$ cat config.mk
export PLATFORM = sky130hd
export DESIGN_NAME = cfgi2c_target
export DESIGN_NICKNAME = d
export VERILOG_FILES = /design/src/rtl/cfgi2c_pkg.sv /design/src/rtl/cfgi2c_linesync.sv /design/src/rtl/cfgi2c_regbank.sv /design/src/rtl/cfgi2c_target.sv
export SDC_FILE = /design/constraint.sdc
export NUM_CORES = 1
export LEC_CHECK = 0
export ABC_AREA = 0
export BUFFER_PORTS_ARGS = -buffer_cell sky130_fd_sc_hd__buf_2
export CORE_UTILIZATION = 35
export DETAILED_ROUTE_END_ITERATION = 7
export GPL_ROUTABILITY_DRIVEN = 0
export HOLD_SLACK_MARGIN = 0.1
export PLACE_DENSITY_LB_ADDON = 0.12
export SLEW_MARGIN = 20
export SYNTH_ARGS = -nofsm -noshare
export SYNTH_HDL_FRONTEND = slang
export SYNTH_SLANG_ARGS = --single-unit
$ cat constraint.sdc
create_clock -name clk -period 6.2 [get_ports clk]
set_clock_uncertainty 0.15 [all_clocks]
set_input_delay 1.24 -clock clk [delete_from_list [all_inputs] [get_ports clk]]
set_output_delay 1.24 -clock clk [all_outputs]
set_load 0.02 [all_outputs]
$ cat src/rtl/cfgi2c_pkg.sv
package cfgi2c_pkg;

  typedef enum logic [2:0] {
    PH_IDLE,  // bus free or after stop
    PH_RX,    // shifting a byte in
    PH_ACK,   // holding SDA low for the ninth clock
    PH_TX,    // shifting a byte out
    PH_RACK,  // listening for controller acknowledge
    PH_IGN    // off the bus until next start/stop
  } phase_t;

  // address + command + count precede data in a write
  localparam int HDR_BYTES = 3;

  // register slot addressed by a write byte position
  function automatic int write_slot(input int pos);
    return pos - HDR_BYTES;
  endfunction

  // register slot sent for a read byte position (-1 means the count byte)
  function automatic int read_slot(input int pos);
    return pos - 2;
  endfunction

  function automatic logic addr_match(input logic [7:0] b, input logic [6:0] dev);
    return b[7:1] == dev;
  endfunction

endpackage

$ cat src/rtl/cfgi2c_linesync.sv
module cfgi2c_linesync (
  input  logic clk,
  input  logic rst_n,
  input  logic scl_in,
  input  logic sda_in,
  output logic scl_s,
  output logic sda_s,
  output logic scl_rise,
  output logic scl_fall,
  output logic start_det,
  output logic stop_det
);
  // bit 0 = SCL, bit 1 = SDA
  logic [1:0] st1, st2, st3;

  always_ff @(posedge clk or negedge rst_n) begin
    if (!rst_n) begin
      st1 <= 2'b11;
      st2 <= 2'b11;
      st3 <= 2'b11;
    end else begin
      st1 <= {sda_in, scl_in};
      st2 <= st1;
      st3 <= st2;
    end
  end

  assign scl_s     = st2[0];
  assign sda_s     = st2[1];
  assign scl_rise  = st2[0] & ~st3[0];
  assign scl_fall  = ~st2[0] & st3[0];
  assign start_det = st2[0] & st3[0] & st3[1] & ~st2[1];
  assign stop_det  = st2[0] & st3[0] & ~st3[1] & st2[1];

endmodule

$ cat src/rtl/cfgi2c_regbank.sv
module cfgi2c_regbank #(
  parameter int NREG = 6,
  parameter int IW   = 3,
  parameter logic [NREG*8-1:0] DEFAULTS = '0
) (
  input  logic              clk,
  input  logic              rst_n,
  input  logic              wr_en,
  input  logic [IW-1:0]     wr_idx,
  input  logic [7:0]        wr_data,
  output logic [NREG*8-1:0] regs_out
);

  for (genvar g = 0; g < NREG; g++) begin : g_reg
    logic [7:0] r;
    always_ff @(posedge clk or negedge rst_n) begin
      if (!rst_n)
        r <= DEFAULTS[g*8 +: 8];
      else if (wr_en && wr_idx == IW'(g))
        r <= wr_data;
    end
    assign regs_out[g*8 +: 8] = r;
  end

  // contents move only on a write strobe
  assert_hold_without_write_R4: assert property (@(posedge clk) disable iff (!rst_n)
    !wr_en |=> $stable(regs_out));

  // the controller never aims a write past the last register
  assert_write_in_range_R5: assert property (@(posedge clk) disable iff (!rst_n)
    wr_en |-> (int'(wr_idx) < NREG));

endmodule

$ cat src/rtl/cfgi2c_target.sv
module cfgi2c_target #(
  parameter int                NREG     = 6,
  parameter logic [6:0]        DEV_ADDR = 7'h69,
  parameter logic [NREG*8-1:0] DEFAULTS = {{(NREG-1){8'hFF}}, 8'h00}
) (
  input  logic              clk,
  input  logic              rst_n,
  input  logic              scl_in,
  input  logic              sda_in,
  output logic              sda_o,
  output logic              sda_oe,
  output logic [NREG*8-1:0] regs_out
);
  import cfgi2c_pkg::*;

  localparam int IW = (NREG > 1) ? $clog2(NREG) : 1;
  localparam int BW = $clog2(NREG + HDR_BYTES + 1) + 1;

  logic scl_s, sda_s, scl_rise, scl_fall, start_det, stop_det;

  cfgi2c_linesync u_sync (
    .clk(clk), .rst_n(rst_n), .scl_in(scl_in), .sda_in(sda_in),
    .scl_s(scl_s), .sda_s(sda_s), .scl_rise(scl_rise), .scl_fall(scl_fall),
    .start_det(start_det), .stop_det(stop_det)
  );

  phase_t          ph;
  logic [3:0]      bit_cnt;
  logic [7:0]      rx_sh, tx_sh;
  logic [BW-1:0]   pos;      // byte position in transfer, saturating
  logic            rw;       // 1 = read transfer
  logic            mack;     // controller acknowledged last sent byte
  logic [7:0]      rd_byte;
  logic            wr_en;
  logic [IW-1:0]   wr_idx;
  logic            byte_done;
  int              wslot, rslot;

  assign sda_o     = 1'b0;
  assign byte_done = (ph == PH_RX) && scl_fall && (bit_cnt == 4'd8);

  always_comb begin
    wslot  = write_slot(int'(pos));
    wr_en  = byte_done && !rw && (wslot >= 0) && (wslot < NREG);
    wr_idx = IW'(wslot);
  end

  always_comb begin
    rslot = read_slot(int'(pos));
    if (rslot < 0)         rd_byte = 8'(NREG);
    else if (rslot < NREG) rd_byte = regs_out[rslot*8 +: 8];
    else                   rd_byte = 8'hFF;
  end

  cfgi2c_regbank #(.NREG(NREG), .IW(IW), .DEFAULTS(DEFAULTS)) u_bank (
    .clk(clk), .rst_n(rst_n), .wr_en(wr_en), .wr_idx(wr_idx),
    .wr_data(rx_sh), .regs_out(regs_out)
  );

  always_ff @(posedge clk or negedge rst_n) begin
    if (!rst_n) begin
      ph <= PH_IDLE; sda_oe <= 1'b0; bit_cnt <= '0; rx_sh <= '0;
      tx_sh <= '0; pos <= '0; rw <= 1'b0; mack <= 1'b0;
    end else if (start_det) begin
      ph <= PH_RX; sda_oe <= 1'b0; bit_cnt <= '0; pos <= '0; rw <= 1'b0;
    end else if (stop_det) begin
      ph <= PH_IDLE; sda_oe <= 1'b0;
    end else begin
      unique case (ph)
        PH_RX: begin
          if (scl_rise && bit_cnt != 4'd8) begin
            rx_sh   <= {rx_sh[6:0], sda_s};
            bit_cnt <= bit_cnt + 4'd1;
          end else if (byte_done) begin
            if (pos == '0 && !addr_match(rx_sh, DEV_ADDR)) begin
              ph <= PH_IGN;
            end else begin
              sda_oe <= 1'b1;
              ph     <= PH_ACK;
              if (pos == '0) rw <= rx_sh[0];
              if (pos != '1) pos <= pos + 1'b1;
            end
          end
        end
        PH_ACK, PH_RACK: begin
          if (ph == PH_RACK && scl_rise) mack <= !sda_s;
          if (scl_fall) begin
            bit_cnt <= '0;
            if (ph == PH_RACK && !mack) begin
              ph <= PH_IGN;
            end else if (rw) begin
              tx_sh  <= rd_byte;
              sda_oe <= !rd_byte[7];
              ph     <= PH_TX;
              if (pos != '1) pos <= pos + 1'b1;
            end else begin
              sda_oe <= 1'b0;
              ph     <= PH_RX;
            end
          end
        end
        PH_TX: begin
          if (scl_fall) begin
            if (bit_cnt == 4'd7) begin
              sda_oe <= 1'b0;
              ph     <= PH_RACK;
            end else begin
              tx_sh   <= {tx_sh[6:0], 1'b0};
              sda_oe  <= !tx_sh[6];
              bit_cnt <= bit_cnt + 4'd1;
            end
          end
        end
        default: ;
      endcase
    end
  end

  // a rejected transfer keeps the target silent
  assert_ignore_quiet_R1: assert property (@(posedge clk) disable iff (!rst_n)
    (ph == PH_IGN) |-> !sda_oe);

  // an idle bus is never pulled low by the target
  assert_idle_quiet_R7: assert property (@(posedge clk) disable iff (!rst_n)
    (ph == PH_IDLE) |-> !sda_oe);

  // data line changes only in the SCL low phase
  assert_oe_scl_low_R10: assert property (@(posedge clk) disable iff (!rst_n)
    !$stable(sda_oe) |-> (!$past(scl_s) || $past(start_det) || $past(stop_det)));

endmodule

Word level (Yosys, flattened, before mapping)
Index checks and enable logic that the tools add are counted.
W data, S select, Z words.
Storage, ports and cells
  bits in registers: 84
  input bits: 4
  output and inout bits: 50
  word-level logic and storage cells: 170
Cells by class
  add/sub/neg operators: 4
  order comparisons: 4
  equality and inequality tests: 38
  shift-type cells: 1
  muxes and demuxes: 54
  bitwise gates (word level): 13
  reductions and logical operators: 39
Operators with widths (count)
  $shiftx A48 B9 Y8: 1
  $mux W5: 9
  $mux W7: 5
  $ne A4 B4 Y1 const B: 8
  $mux W3: 9
  $mux W4: 6
  $ne A3 B3 Y1 const B: 8
  $reduce_and A6 Y1: 3
  $mux W1: 17
  $mux W8: 2
  $ne A2 B2 Y1 const B: 8
  $reduce_and A8 Y1: 2
  $logic_and A1 B1 Y1: 15
  $pmux W7 S2: 1
  $eq A3 B2 Y1 const B: 4
  $lt A6 B4 Y1 const B: 2
  $pmux W4 S3: 1
  $sub A5 B2 Y6 const B: 2
  $pmux W5 S2: 1
  $eq A3 B3 Y1 const B: 3
  $pmux W3 S3: 1
  $reduce_and A4 Y1: 2
  $reduce_bool A2 Y1: 4
  $and A1 B1 Y1: 7
  other kinds (21): 32

Longest topological paths before layout
Gate-level depths: netlist of run 1.
  word-level depth: 11
  depth in mapped cells: 9
  gate-level depth less buffers: 7

Cells and area by module
From an unflattened synthesis of run 1, not the netlist that was laid out.
Second synthesis, totals
  cell total of the unflattened synthesis: 379
  area, all modules: 4454.3 um^2
By module, submodules not included
  cfgi2c_target: instances 1, cells an instance 263, area an instance 2381.0 um^2
  cfgi2c_regbank: instances 1, cells an instance 106, area an instance 1883.1 um^2
  cfgi2c_linesync: instances 1, cells an instance 10, area an instance 190.2 um^2

Worst setup path before layout of run 1
No wires, ideal clock.
  path type: register to register
  start: register pos[2]
  end: register sda_oe
  library setup time: 125 ps
  arrival time: 2341 ps
  required time: 5925 ps
  path slack: 3584 ps
  cell stages (with the launch flop): 10
  cells stage by stage: dfrtp_1 -> clkbuf_1 -> inv_1 -> ha_1 -> clkbuf_1 -> nor2b_1 -> a221oi_1 -> or4_1 -> a31oi_1 -> nor3_1
Between the ends
  longest elaborated chain between the ends: 11
  elaborated cells on any way between the ends: 17
RTL lines
  start, declared: RTL line cfgi2c_target.sv:30  | logic [BW-1:0] pos;
  start signal, assigned: RTL line cfgi2c_target.sv:81  | if (pos != '1) pos <= pos + 1'b1;
  start signal, assigned: RTL line cfgi2c_target.sv:95  | if (pos != '1) pos <= pos + 1'b1;
  $sub A5 B2 Y6: RTL line cfgi2c_pkg.sv:22  | return pos - 2;
  $shiftx A48 B9 Y8 / $lt A6 B4 Y1 (equally long branches): RTL line cfgi2c_target.sv:51  | else if (rslot < NREG) rd_byte = regs_out[rslot*8 +: 8];
  $mux W8: RTL line cfgi2c_target.sv:51
  $mux W8: RTL line cfgi2c_target.sv:50  | if (rslot < 0) rd_byte = 8'(NREG);
  $logic_not A1 Y1: RTL line cfgi2c_target.sv:93  | sda_oe <= !rd_byte[7];
  $mux W1: RTL line cfgi2c_target.sv:91  | end else if (rw) begin
  $mux W1: RTL line cfgi2c_target.sv:89  | if (ph == PH_RACK && !mack) begin
  $mux W1: RTL line cfgi2c_target.sv:87  | if (scl_fall) begin
  $pmux W1 S3: RTL line cfgi2c_target.sv:69  | unique case (ph)
  $mux W1: RTL line cfgi2c_target.sv:66  | end else if (stop_det) begin
  $mux W1: RTL line cfgi2c_target.sv:64  | end else if (start_det) begin
  end signal, assigned: RTL line cfgi2c_target.sv:93
  end signal, assigned: RTL line cfgi2c_target.sv:109  | sda_oe <= !tx_sh[6];
  end, declared: RTL line cfgi2c_target.sv:11  | output logic sda_oe,
Several ways; a longest one is shown, not always the timed one. The select of a mux whose other input is x is not followed.
A chain may end at the register's enable or synchronous reset.

Worst setup path after layout of run 1
  start: register pos[0]
  end: register u_bank.g_reg[5].r[7]
Between the ends
  longest elaborated chain between the ends: 5
  elaborated cells on any way between the ends: 7
RTL lines
  $sub A5 B2 Y6 *: RTL line cfgi2c_pkg.sv:17  | return pos - HDR_BYTES;
  $ge A6 B1 Y1: RTL line cfgi2c_target.sv:44  | wr_en = byte_done && !rw && (wslot >= 0) && (wslot < NREG);
  $logic_and A1 B1 Y1 (2 in a row): RTL line cfgi2c_target.sv:44
  $logic_and A1 B1 Y1 *: RTL line cfgi2c_regbank.sv:19  | else if (wr_en && wr_idx == IW'(g))
  end signal, assigned: RTL line cfgi2c_regbank.sv:18  | r <= DEFAULTS[g*8 +: 8];
  end signal, assigned: RTL line cfgi2c_regbank.sv:20  | r <= wr_data;
  end, declared: RTL line cfgi2c_regbank.sv:15  | logic [7:0] r;
Mark *: on every way between the ends. The rest lies on a longest branch, timed or not.

==> metrics.cfg, run 1 <==
[run_status]
status=complete, no violations

[logic_synthesis]
synth_cells=364
synth_cell_types=57
synth_top_family_by_area=multiplexers
ys_warn_count=0
syn_area_per_cell_um2=11.9
syn-num-nets=380
ys_ff_latch=84
synth_edf_count=0
async_flop_share_pct=100
synth_fa_ha_area_share_pct=3.46
synthMuxAreaShare_pct=21.2
synth_compound_area_share_pct=9.73
yosysSeqAreaShare_pct=49.7
synth-simple-area-share_pct=12.4
syn_area_um2=4350
ys.flop_type=dfstp_2
yosys.area_share.xor_xnor_pct=0.605

[setup_path]
start_kind=register
cp_data_required_time_ns=6.31
worstPathArrival_ns=3.04
endpoint_kind=register
path_class=register to register
crit_fanout=22

[layout]
post-route-util_pct=42.0
drive_gt1_share_pct=45.6
stdcell_count=585
fill_cells=1169
antenna_cells=0
nNetsFinal=428
area_growth_pct=16.6

[drt]
vias=2984
drtPass1Iterations=5
drtIter0Drc=76
via_per_inst=5.10
routedWlPerCell_um=17.5
postRouteAntennaNets=0
totalWireLength_mm=10.3
drcViolationCount=0

[timing]
hold_viol=0
timing.final.crit_share_pct=47.2
max_freq_ghz=0.342
worst_pin_slew_ns=0.788
rsz0062_at_grt=false
finalSetupTns_ns=0
finalSetupViolCount=0
period_needed_ns=2.93
maxSlewHeadroom_pct=47.5
drv_slew=0

[clocking]
cts-root-buf=clkbuf_16
cts_buffer_depth=2
clock-sinks=84
clkSlewWorstSetupHoldPaths_ns=0.06
cts_setup_buffers=0
worstSkewPairLatency_ns=0.34
ctsHtreeMaxLevel=3
cts_resized=0
cts_hold_buffers=0
numCtsBuffers=9
cts_tree=built

[placement]
port_buffers=52
dp_cells=569
dp.final_hpwl_mm=7.17

[floorplanning]
start_util_pct=36.0
die_area_um2=12900
core.rowCount=40
die_x_um=113
ios=54
core-area_um2=12100
die_h_um=113

[power_and_ir_drop]
powerDensity_nw_per_um2=263
p_leak_nw=2.19
power.total_mw=1.33
vdd_drop_max_mv=0.106

[grt]
grtUsageTotal_pct=17.0
grt_pass1_wl_mm=16.4
grt_pass1_vias=2965
grt_max_degree=85
antenna_found_initial=0
gr-total-overflow=0

[hold_path]
hold_class=register to register

[run]
drv_cap=0

[routing by layer]
layer  GRT usage (%)  wire length, µm  part of all wire, %
met1            24.9             5230                   51
met2            25.2             4600                   45
met3            2.76              281                  2.7
met4            6.58              146                  1.4
met5               0                0                    0
[registers in the layout (all words and copies together) (netlist names)]
name and flops:
bit_cnt 4, mack 1, ph 3, pos 5
rw 1, rx_sh 8, sda_oe 1, tx_sh 7
u_bank.g.r 48, u_sync.st1 2, u_sync.st2 2, u_sync.st3 2
[power breakdown]
group          total, mW  switching, mW  internal, mW
registers          0.677         0.0892         0.588
logic              0.114         0.0581        0.0564
clock network      0.542          0.228         0.314
[cells by family after synthesis]
family / after synthesis
simple gates: 94
xor+xnor: 3
flops: 84
buf+inv: 31
fa+ha+maj: 12
compound gates: 63
mux: 76
other cells: 1
[layout make-up]
cell class / instances / area (µm²) / share of cell area (%)
Tap cell: 168 / 210 / 4.15
Inverter: 14 / 52.6 / 1.04
Clock inverter: 7 / 73.8 / 1.46
Multi-Input combinational cell: 249 / 2060 / 40.7
Sequential cell: 84 / 2160 / 42.6
Timing Repair Buffer: 54 / 282 / 5.56
Clock buffer: 9 / 225 / 4.45
[Yosys cell counts (all sizes together), types with 6 or more instances]
| cell type | number | area [µm²] |
|---|---|---|
| nor2 | 10 | 37.5 |
| nor2b | 6 | 37.5 |
| o22ai | 10 | 62.6 |
| dfstp | 46 | 1210 |
| buf | 7 | 33.8 |
| nand3 | 10 | 50.1 |
| mux4 | 7 | 158 |
| mux2 | 58 | 653 |
| inv | 14 | 52.6 |
| nand2 | 26 | 105 |
| clkbuf | 10 | 37.5 |
| ha | 12 | 150 |
| nand2b | 6 | 37.5 |
| dfrtp | 38 | 951 |
| mux2i | 11 | 110 |
| a21oi | 9 | 45.0 |
| o21ai | 21 | 105 |
[critical path, cell delays in order (launching register included)]
cell and delay [ns]:
dfrtp_1 0.36, buf_4 0.25, ha_1 0.31, or3b_1 0.36, a211o_1 0.31, a211oi_2 0.25, and4_1 0.48, mux2_2 0.38
[placed cells by master, fill, tap and decap left out, types with 4 or more instances in the layout]
| cell | n |
|---|---|
| or3_1 | 4 |
| dfstp_2 | 46 |
| nand2b_1 | 6 |
| nor2b_1 | 6 |
| mux2i_1 | 11 |
| mux2_2 | 58 |
| nor2_1 | 10 |
| nand3_1 | 10 |
| buf_2 | 51 |
| o21ai_0 | 21 |
| nor3_1 | 4 |
| dfrtp_1 | 38 |
| clkbuf_16 | 9 |
| mux4_2 | 7 |
| ha_1 | 12 |
| nand3b_1 | 4 |
| o22ai_1 | 10 |
| nand2_1 | 23 |
| a21oi_1 | 9 |
| inv_1 | 14 |
[stage by stage]
| stage | cell area [µm²] | hold slack [ns] | worst slack [ns] |
|---|---|---|---|
| 6_report | 5060 | 0.202 | 3.27 |
| 4_1_cts | 5060 | 0.207 | 3.26 |
| 3_5_place_dp | 4760 | 0.200 | 3.28 |
| 5_1_grt | 5060 | 0.214 | 3.06 |
| 2_1_floorplan | 4350 | 0.195 | 3.58 |
| 3_3_place_gp | 4760 | 0.196 | 3.30 |
[path summary, 6_finish.rpt]
path	from	end	slack, ns	cells after the start
setup reg to reg	pos[0]$_DFFE_PN0P_	u_bank.g_reg[5].r[7]$_DFFE_PN1P_	3.27	7
hold reg to reg	u_sync.st1[0]$_DFF_PN1_	u_sync.st2[0]$_DFF_PN1_	0.20	0
setup / recovery	pos[0]$_DFFE_PN0P_	u_bank.g_reg[5].r[7]$_DFFE_PN1P_	3.27	7
max in group asynchronous	rst_n	tx_sh[2]$_DFFE_PN0P_	4.56	1
min in group asynchronous	rst_n	bit_cnt[2]$_DFFE_PN0P_	0.77	1
hold / removal	u_sync.st1[0]$_DFF_PN1_	u_sync.st2[0]$_DFF_PN1_	0.20	0
Power figures use the tool's default switching activity.
==> run 2: changes to the inputs <==
Clock period 6.2 ns to 2.7 ns, I/O delays scaled along.
==> run 2 against run 1 <==
Against the previous run:
- critical path depth down 1
- clock-buffer cell count unchanged
- sequential power up 120%
- combinational power rose to 3.0 times the previous value
- final area up 3.8%
- cell count up 3.6%
- via count up 4.9%
- maximum frequency up 13%
- critical endpoint is now u_bank.g_reg[1].r[2]$_DFFE_PN1P_
==> metrics.cfg, run 2 (synthesis results as in run 1) <==
[run_status]
status=complete, no violations

[clocking]
clock-sinks=84
numCtsBuffers=9
clkSlewWorstSetupHoldPaths_ns=0.06
cts_buffer_depth=2
ctsHtreeMaxLevel=3
cts_setup_buffers=0
worstSkewPairLatency_ns=0.35
cts-root-buf=clkbuf_16
cts_tree=built

[setup_path]
reg2reg_to=u_bank.g_reg[1].r[2]$_DFFE_PN1P_
r2r-start=pos[0]$_DFFE_PN0P_
critPathBufInv=0
crit_fanout=8
start_kind=register
cp_top_family=compound AO/OA/AOI/OAI gates
worstPathArrival_ns=2.71
path_class=register to register
rrSetupSlack_ns=0.11
cp_slowest_cell=dfrtp_1
r2r_cells=6
endpoint_kind=register
worstPathCellList=ha_1 > or3b_1 > a211o_1 > a2111oi_4 > nand2_2 > mux2_2
max_stage_delay_ns=0.43
cp_data_required_time_ns=2.83

[timing]
finalSetupTns_ns=0
hold_viol=0
whs_ns=0.141
timing.final.crit_share_pct=95.9
drv_slew=0
maxSlewHeadroom_pct=63.5
max_freq_ghz=0.386
worst_pin_slew_ns=0.548
timing.final.ws_setup_ns=0.111
period_needed_ns=2.59
finalSetupViolCount=0
rsz0062_at_grt=false

[placement]
place_ws_ns=0.103
port_buffers=52
place_area_um2=4940
dp.final_hpwl_mm=7.86

[drt]
via_per_inst=5.17
totalWireLength_mm=10.8
drtIter0Drc=90
drtPass1Iterations=4
vias=3130
routedWlPerCell_um=17.9
drcViolationCount=0
postRouteAntennaNets=0

[floorplanning]
die_area_um2=12900
ios=54
core-area_um2=12100
die_h_um=113
die_x_um=113
core.rowCount=40
start_util_pct=36.0

[power_and_ir_drop]
comb_power_share_pct=10.8
powerDensity_nw_per_um2=600
p_leak_nw=2.31
p_int_mw=2.25
p_switching_uw=911
p_seq_share_pct=48.1
p_sw_share_pct=28.9
vdd_drop_max_mv=0.294
p_clk_share_pct=41.1

[grt]
gr-total-overflow=0
grt_pass1_wl_mm=17.8
grt_pass1_vias=3208
grt_max_degree=42
antenna_found_initial=0
grtUsageTotal_pct=18.5

[run]
drv_cap=0

[layout]
top_register=u_bank.g.r
largest_reg_flops=48
nNetsFinal=449
area_growth_pct=21.0
mostFrequentLayoutCells=mux2_2 (58), buf_2 (51), dfstp_2 (46)
fill_cells=1158
drive_gt1_share_pct=48.2
top_regs=u_bank.g.r x48, rx_sh x8, tx_sh x7
final_cell_area_um2=5260
antenna_cells=0
final_common_cell=mux2_2

[hold_path]
whs_path_depth=1
min_from=sda_in
hold_class=input port to register
min_to=u_sync.st1[1]$_DFF_PN1_

==> run 2: per-layer routing <==
metal	track usage, %	vias up	share of wire (%)
met5	0	-	0
met3	3.61	14	4.0
met2	28.1	62	46
met4	7.37	0	1.7
li1	-	1477	-
met1	26.0	1577	48
==> run 2: layout make-up <==
class	count	area (µm²)	area share, %
Sequential cell	84	2160	41.1
Multi-Input combinational cell	249	2070	39.3
Timing Repair Buffer	75	463	8.81
Clock buffer	9	225	4.28
Tap cell	168	210	4.00
Clock inverter	7	81.3	1.55
Inverter	14	52.6	1.00
==> run 2: power groups by stage <==
stage	logic, mW	clock network (mW)	registers, mW
after floorplan	0.238	0	1.45
after detailed placement	0.343	0	1.54
after global placement	0.341	0	1.54
final	0.342	1.30	1.52
after CTS	0.346	1.33	1.52
after global routing	0.379	1.39	1.54
==> run 2: per-stage QoR <==
stage               total power [mW]  utilization, %  cells
floorplan                       1.69               -    364
global placement                1.88            40.9    589
detailed placement              1.88            40.9    589
CTS                             3.19            43.6    606
global route                    3.31            43.6    606
finish                          3.16            43.6    606
==> run 2: what timing repair did <==
item	4_1_cts	5_1_grt
hold buffers	1	0
gates resized for setup	0	1
endpoints found under the setup margin	0	4
hold endpoints to repair	25	0
==> run 2: worst max path at each step <==
| stage | depth (start not counted) | slack [ns] | to | start |
|---|---|---|---|---|
| 2_1_floorplan | 9 | 0.08 | sda_oe$_DFFE_PN0P_ | pos[2]$_DFFE_PN0P_ |
| 3_3_place_gp | 7 | 0.11 | pos[0]$_DFFE_PN0P_ | pos[0]$_DFFE_PN0P_ |
| 3_5_place_dp | 7 | 0.10 | pos[0]$_DFFE_PN0P_ | pos[0]$_DFFE_PN0P_ |
| 4_1_cts | 7 | 0.09 | pos[2]$_DFFE_PN0P_ | pos[0]$_DFFE_PN0P_ |
| 5_1_grt | 6 | 0.002 | u_bank.g_reg[1].r[2]$_DFFE_PN1P_ | pos[0]$_DFFE_PN0P_ |
| 6_report | 6 | 0.11 | u_bank.g_reg[1].r[2]$_DFFE_PN1P_ | pos[0]$_DFFE_PN0P_ |
